File: config.mk
export PLATFORM = sky130hd
export DESIGN_NAME = pdwn_ctrl
export DESIGN_NICKNAME = d
export VERILOG_FILES = /design/src/rtl/pdwn_pkg.sv /design/src/rtl/pdwn_cfg_hold.sv /design/src/rtl/pdwn_idle_cnt.sv /design/src/rtl/pdwn_rank_fsm.sv /design/src/rtl/pdwn_ctrl.sv
export SDC_FILE = /design/constraint.sdc
export NUM_CORES = 1
export LEC_CHECK = 0
export ABC_CLOCK_PERIOD_IN_PS = 3200
export CORE_MARGIN = 2
export CORE_UTILIZATION = 55
export CTS_CLUSTER_DIAMETER = 80
export DETAILED_ROUTE_END_ITERATION = 6
export GPL_TIMING_DRIVEN = 0
export PLACE_DENSITY = 0.77
export SYNTH_ARGS = -nofsm -noshare
export SYNTH_HDL_FRONTEND = slang
export SYNTH_SLANG_ARGS = --single-unit
File: constraint.sdc
create_clock -name clk -period 3.2 [get_ports clk]
set_input_delay 0.32 -clock clk [delete_from_list [all_inputs] [get_ports clk]]
set_output_delay 0.32 -clock clk [all_outputs]
set_load 0.05 [all_outputs]
File: src/rtl/pdwn_pkg.sv
package pdwn_pkg;

  localparam int CFG_THR_W  = 8;
  localparam int CFG_MODE_W = 4;

  typedef struct packed {
    logic                  glob;
    logic [CFG_MODE_W-1:0] mode;
    logic [CFG_THR_W-1:0]  thr;
  } pdwn_cfg_t;

  localparam int CFG_W = $bits(pdwn_cfg_t);

  typedef enum logic [2:0] {
    KIND_NONE      = 3'd0,
    KIND_ACTIVE    = 3'd1,
    KIND_PRECHG    = 3'd2,
    KIND_ACT_PRE   = 3'd3,
    KIND_SLOW      = 3'd4,
    KIND_ACT_SLOW  = 3'd5
  } pd_kind_e;

  // Mode code to flavour; unlisted codes are reserved and disable entry.
  function automatic pd_kind_e decode_mode(input logic [CFG_MODE_W-1:0] m);
    case (m)
      4'h1:    return KIND_ACTIVE;
      4'h2:    return KIND_PRECHG;
      4'h3:    return KIND_ACT_PRE;
      4'h6:    return KIND_SLOW;
      4'h7:    return KIND_ACT_SLOW;
      default: return KIND_NONE;
    endcase
  endfunction

  // Zero threshold means the rank never qualifies.
  function automatic logic idle_reached(input logic [CFG_THR_W-1:0] cnt,
                                        input logic [CFG_THR_W-1:0] thr);
    return (thr != '0) && (cnt >= thr);
  endfunction

endpackage

File: src/rtl/pdwn_cfg_hold.sv
module pdwn_cfg_hold
  import pdwn_pkg::*;
(
  input  logic      clk,
  input  logic      rst_n,
  input  logic      wr,
  input  pdwn_cfg_t wdata,
  input  logic      apply_ok,
  output pdwn_cfg_t cfg_q
);

  pdwn_cfg_t held_q;
  logic      held_vld_q;

  always_ff @(posedge clk or negedge rst_n) begin
    if (!rst_n) begin
      cfg_q      <= '0;
      held_q     <= '0;
      held_vld_q <= 1'b0;
    end else if (wr) begin
      if (apply_ok) begin
        cfg_q      <= wdata;
        held_vld_q <= 1'b0;
      end else begin
        held_q     <= wdata;
        held_vld_q <= 1'b1;
      end
    end else if (held_vld_q && apply_ok) begin
      cfg_q      <= held_q;
      held_vld_q <= 1'b0;
    end
  end

endmodule

File: src/rtl/pdwn_idle_cnt.sv
module pdwn_idle_cnt #(
  parameter int W = 8
) (
  input  logic         clk,
  input  logic         rst_n,
  input  logic         busy,
  output logic [W-1:0] cnt
);

  localparam logic [W-1:0] CNT_MAX = '1;

  always_ff @(posedge clk or negedge rst_n) begin
    if (!rst_n)              cnt <= '0;
    else if (busy)           cnt <= '0;
    else if (cnt != CNT_MAX) cnt <= cnt + 1'b1;
  end

endmodule

File: src/rtl/pdwn_rank_fsm.sv
module pdwn_rank_fsm #(
  parameter int MIN_LOW = 4
) (
  input  logic clk,
  input  logic rst_n,
  input  logic enter,
  input  logic wake,
  output logic cke,
  output logic exit_req,
  output logic min_met
);

  localparam int LCW = $clog2(MIN_LOW + 1);
  localparam logic [LCW-1:0] LOW_TGT = LCW'(MIN_LOW);

  logic [LCW-1:0] low_cnt;

  assign min_met = (low_cnt >= LOW_TGT);

  always_ff @(posedge clk or negedge rst_n) begin
    if (!rst_n) begin
      cke      <= 1'b1;
      exit_req <= 1'b0;
      low_cnt  <= '0;
    end else if (cke) begin
      exit_req <= 1'b0;
      if (enter) begin
        cke     <= 1'b0;
        low_cnt <= LCW'(1);
      end
    end else if (min_met && wake) begin
      cke      <= 1'b1;
      exit_req <= 1'b1;
      low_cnt  <= '0;
    end else begin
      exit_req <= 1'b0;
      if (!min_met) low_cnt <= low_cnt + 1'b1;
    end
  end

endmodule

File: src/rtl/pdwn_ctrl.sv
module pdwn_ctrl
  import pdwn_pkg::*;
#(
  parameter int NUM_RANKS = 4,
  parameter int MIN_LOW   = 4
) (
  input  logic                   clk,
  input  logic                   rst_n,
  input  logic                   cfg_wr,
  input  logic [CFG_W-1:0]       cfg_word,
  input  logic [NUM_RANKS-1:0]   cmd_issued,
  input  logic [NUM_RANKS-1:0]   req_pending,
  output logic [NUM_RANKS-1:0]   cke,
  output logic [3*NUM_RANKS-1:0] pd_kind,
  output logic [NUM_RANKS-1:0]   exit_req
);

  pdwn_cfg_t cfg_act;
  pd_kind_e  kind;
  logic      pd_en;
  logic      cfg_ok;
  logic      all_ready;
  logic      any_act;

  logic [NUM_RANKS-1:0] act;
  logic [NUM_RANKS-1:0] ready;
  logic [NUM_RANKS-1:0] enter;
  logic [NUM_RANKS-1:0] wake;
  logic [NUM_RANKS-1:0] min_met;

  assign act       = cmd_issued | req_pending;
  assign kind      = decode_mode(cfg_act.mode);
  assign pd_en     = (kind != KIND_NONE);
  assign all_ready = &ready;
  assign any_act   = |act;
  assign cfg_ok    = (&cke) && !(|enter);

  pdwn_cfg_hold u_cfg (
    .clk      (clk),
    .rst_n    (rst_n),
    .wr       (cfg_wr),
    .wdata    (pdwn_cfg_t'(cfg_word)),
    .apply_ok (cfg_ok),
    .cfg_q    (cfg_act)
  );

  for (genvar r = 0; r < NUM_RANKS; r++) begin : g_rank
    logic [CFG_THR_W-1:0] idle_cnt;

    pdwn_idle_cnt #(.W(CFG_THR_W)) u_idle (
      .clk   (clk),
      .rst_n (rst_n),
      .busy  (act[r]),
      .cnt   (idle_cnt)
    );

    assign ready[r] = pd_en && !act[r] && idle_reached(idle_cnt, cfg_act.thr);
    assign enter[r] = cke[r] && (cfg_act.glob ? all_ready : ready[r]);
    assign wake[r]  = cfg_act.glob ? any_act : act[r];

    pdwn_rank_fsm #(.MIN_LOW(MIN_LOW)) u_fsm (
      .clk      (clk),
      .rst_n    (rst_n),
      .enter    (enter[r]),
      .wake     (wake[r]),
      .cke      (cke[r]),
      .exit_req (exit_req[r]),
      .min_met  (min_met[r])
    );

    assign pd_kind[3*r +: 3] = cke[r] ? KIND_NONE : kind;
  end

endmodule

==> metrics.yaml <==
outcome:
  status: "completed"
final_layout:
  area.sequential_sq_um: 1980
  multi_input_area_sq_um: 2630
  synthToLayoutAreaGrowth_pct: 17.0
  fin_util_pct: 65.9
  drive_gt1_share_pct: 11.5
  final_cell_mix: "dfrtp_1 (74), nor2_1 (48), ha_1 (44), clkdlybuf4s50_1 (41), nand2_1 (32)"
  final_area_sq_um: 5690
  nets: 630
  fin_cells: 675
  mostFrequentLayoutCell: "dfrtp_1"
  fill_cells: 689
  diodes: 0
setup_path:
  startpoint: "u_cfg.cfg_q[2]"
  worstPathArrival_ps: 3300
  endpoint_kind: "register"
  criticalPathCategory: "reg2reg"
  start_kind: "register"
  cp.required_ps: 3450
  r2r-start: "u_cfg.cfg_q[2]"
  cp_max_fo: 10
floorplanning:
  num_rows: 34
  initial_utilization_pct: 56.3
  die_w_um: 98.0
  core_sq_um: 8640
  die_area_sq_um: 9610
  die_h_um: 98.0
  io_pins: 44
synth:
  yosys_warnings: 0
  ys_types: 58
  async_flop_share_pct: 100
  syn_nets: 572
  synth_cells: 504
  netlist_area_sq_um: 4860
  synth_edf_count: 0
  yosysSeqAreaShare_pct: 40.8
  synth_area_per_cell_sq_um: 9.65
  synth_seq_cells: 79
  synthFlopType: "dfrtp_1"
clocking:
  clk_pin_slew_ps: 80
  clockBufferDepth: 2
  clock_sinks: 79
  ctsHtreeMaxLevel: 3
  cts_buffers: 9
  insertion_delay_ps: 360
  clock-root-buffer: "clkbuf_8"
  cts_tree: "built"
grt:
  grt_use_total_pct: 24.0
  overflow: 0
  grt_max_degree: 45
  antenna_found_initial: 0
  grt_pass1_wl_mm: 18.8
  grt_pass1_vias: 4047
route:
  vias: 4024
  wl_mm: 11.0
  wl_per_cell_um: 16.2
  dr.pass1.iters: 5
  vias_per_cell: 5.96
  drt_iter0_markers: 149
  antenna_left: 0
  drc: 0
placed_design:
  port_buffers: 42
  place_area_sq_um: 5440
  hpwlAfterDp_mm: 8.24
  dpl.cell_count: 655
  gp_congestion: 0.835
  dp_slack_ps: 30.5
sta:
  tns_ps: 0
  fin_crit_ps: 3050
  hold_violations: 0
  finClkSkew_ps: 9.92
  slew_headroom_pct: 46.1
  worstMarginPinSlew_ps: 809
  fin_crit_sh_pct: 95.4
  rsz0062_at_grt: "no"
  fin_ws_ps: 146
  setup_viol_count_final: 0
  timing.final.max_slew_violations: 0
  timing.hold.ws_ps: 449
  clock.fmax_mhz: 327
flow_run:
  drv_cap: 0
power_and_ir_drop:
  p_per_area_nw_per_um2: 752
  report.power.total_mw: 4.28
  vdd_drop_max_mv: 0.496
  p_leak_nw: 2.64
worst_hold_path:
  hold_start: "cfg_wr"
  worstHoldPathType: "in2reg"
==> cell type report <==
cell class	instances	area share, %
Buffer	27	2.70
Clock buffer	11	2.31
Clock inverter	5	1.03
Inverter	31	2.04
Multi-Input combinational cell	367	46.3
Sequential cell	79	34.9
Tap cell	108	2.37
Timing Repair Buffer	47	8.40
==> synthesized netlist by cell type (11+ instances only) <==
master / instances / area, sq um
a211o_1: 11 / 96.3
a21oi_1: 24 / 120
and3_1: 12 / 75.1
clkbuf_1: 14 / 52.6
dfrtp_1: 75 / 1880
ha_1: 44 / 551
inv_1: 31 / 116
mux2_2: 11 / 124
nand2_1: 32 / 120
nand2b_1: 13 / 81.3
nand3_1: 11 / 55.1
nand3b_1: 14 / 105
nor2_1: 48 / 180
nor3_1: 11 / 55.1
o21ai_0: 22 / 110
==> logic make-up (layout without fill, tap and decap cells) <==
family                     count (synthesis)  in the layout  share of synthesized area [%]
and+or+nand+nor                          176            176                           19.2
AOI/OAI and AO/OA                        116            116                           16.8
DFF                                       79             79                           40.8
buffers and inverters                     58            121                           5.53
adders and majority gates                 44             44                           11.3
muxes                                     19             19                           4.25
xor gates and xnor gates                  12             12                           2.16
==> critical path, stage by stage, from the launching register on <==
cell       delay, ps
dfrtp_1          420
inv_2            110
ha_1             320
a211o_1          300
a31oi_1          150
o221ai_1         180
a41o_1           300
nand4bb_2        340
o21ai_4          260
buf_4            220
mux2_2           350
==> state kept, by name, summed over array words and instances, names as in the netlist <==
name and count:
u_cfg.held_vld_q 1, g_rank.u_fsm.exit_req 4, u_cfg.held_q 13, g_rank.u_fsm.low_cnt 12
g_rank.u_fsm.cke 4, g_rank.u_idle.cnt 32, u_cfg.cfg_q 13
==> repair_timing <==
item                                    in CTS  in global routing
setup buffers                                0                  3
hold endpoints to repair                    31                  0
endpoints found under the setup margin       0                 23
hold buffers                                 1                  0
gates resized for setup                      0                  9
==> report_power, final <==
part           internal, mW  total [mW]  switching, mW
combinational         0.883        2.00           1.12
sequential             1.29        1.54          0.249
clock                 0.361       0.741          0.380
==> final timing paths <==
check | to | slack, ps | cells past startpoint
min in group asynchronous | g_rank[1].u_idle.cnt[6] | 460 | 2
worst max register to register | u_cfg.held_q[2] | 150 | 10
worst min register to register | u_cfg.held_q[10] | 500 | 1
worst max-delay path | u_cfg.held_q[2] | 150 | 10
worst min-delay path | u_cfg.held_vld_q | 450 | 3
max in group asynchronous | u_cfg.cfg_q[0] | 2150 | 3
==> metal layers <==
metal | vias to the layer above | global-route usage (%) | routed length, um
li1 | 1930 | - | -
met2 | 101 | 40.4 | 5420
met4 | 0 | 8.65 | 193
met5 | - | 0 | 0
met1 | 1973 | 31.0 | 4890
met3 | 20 | 4.44 | 463
Power figures use the tool's default switching activity.
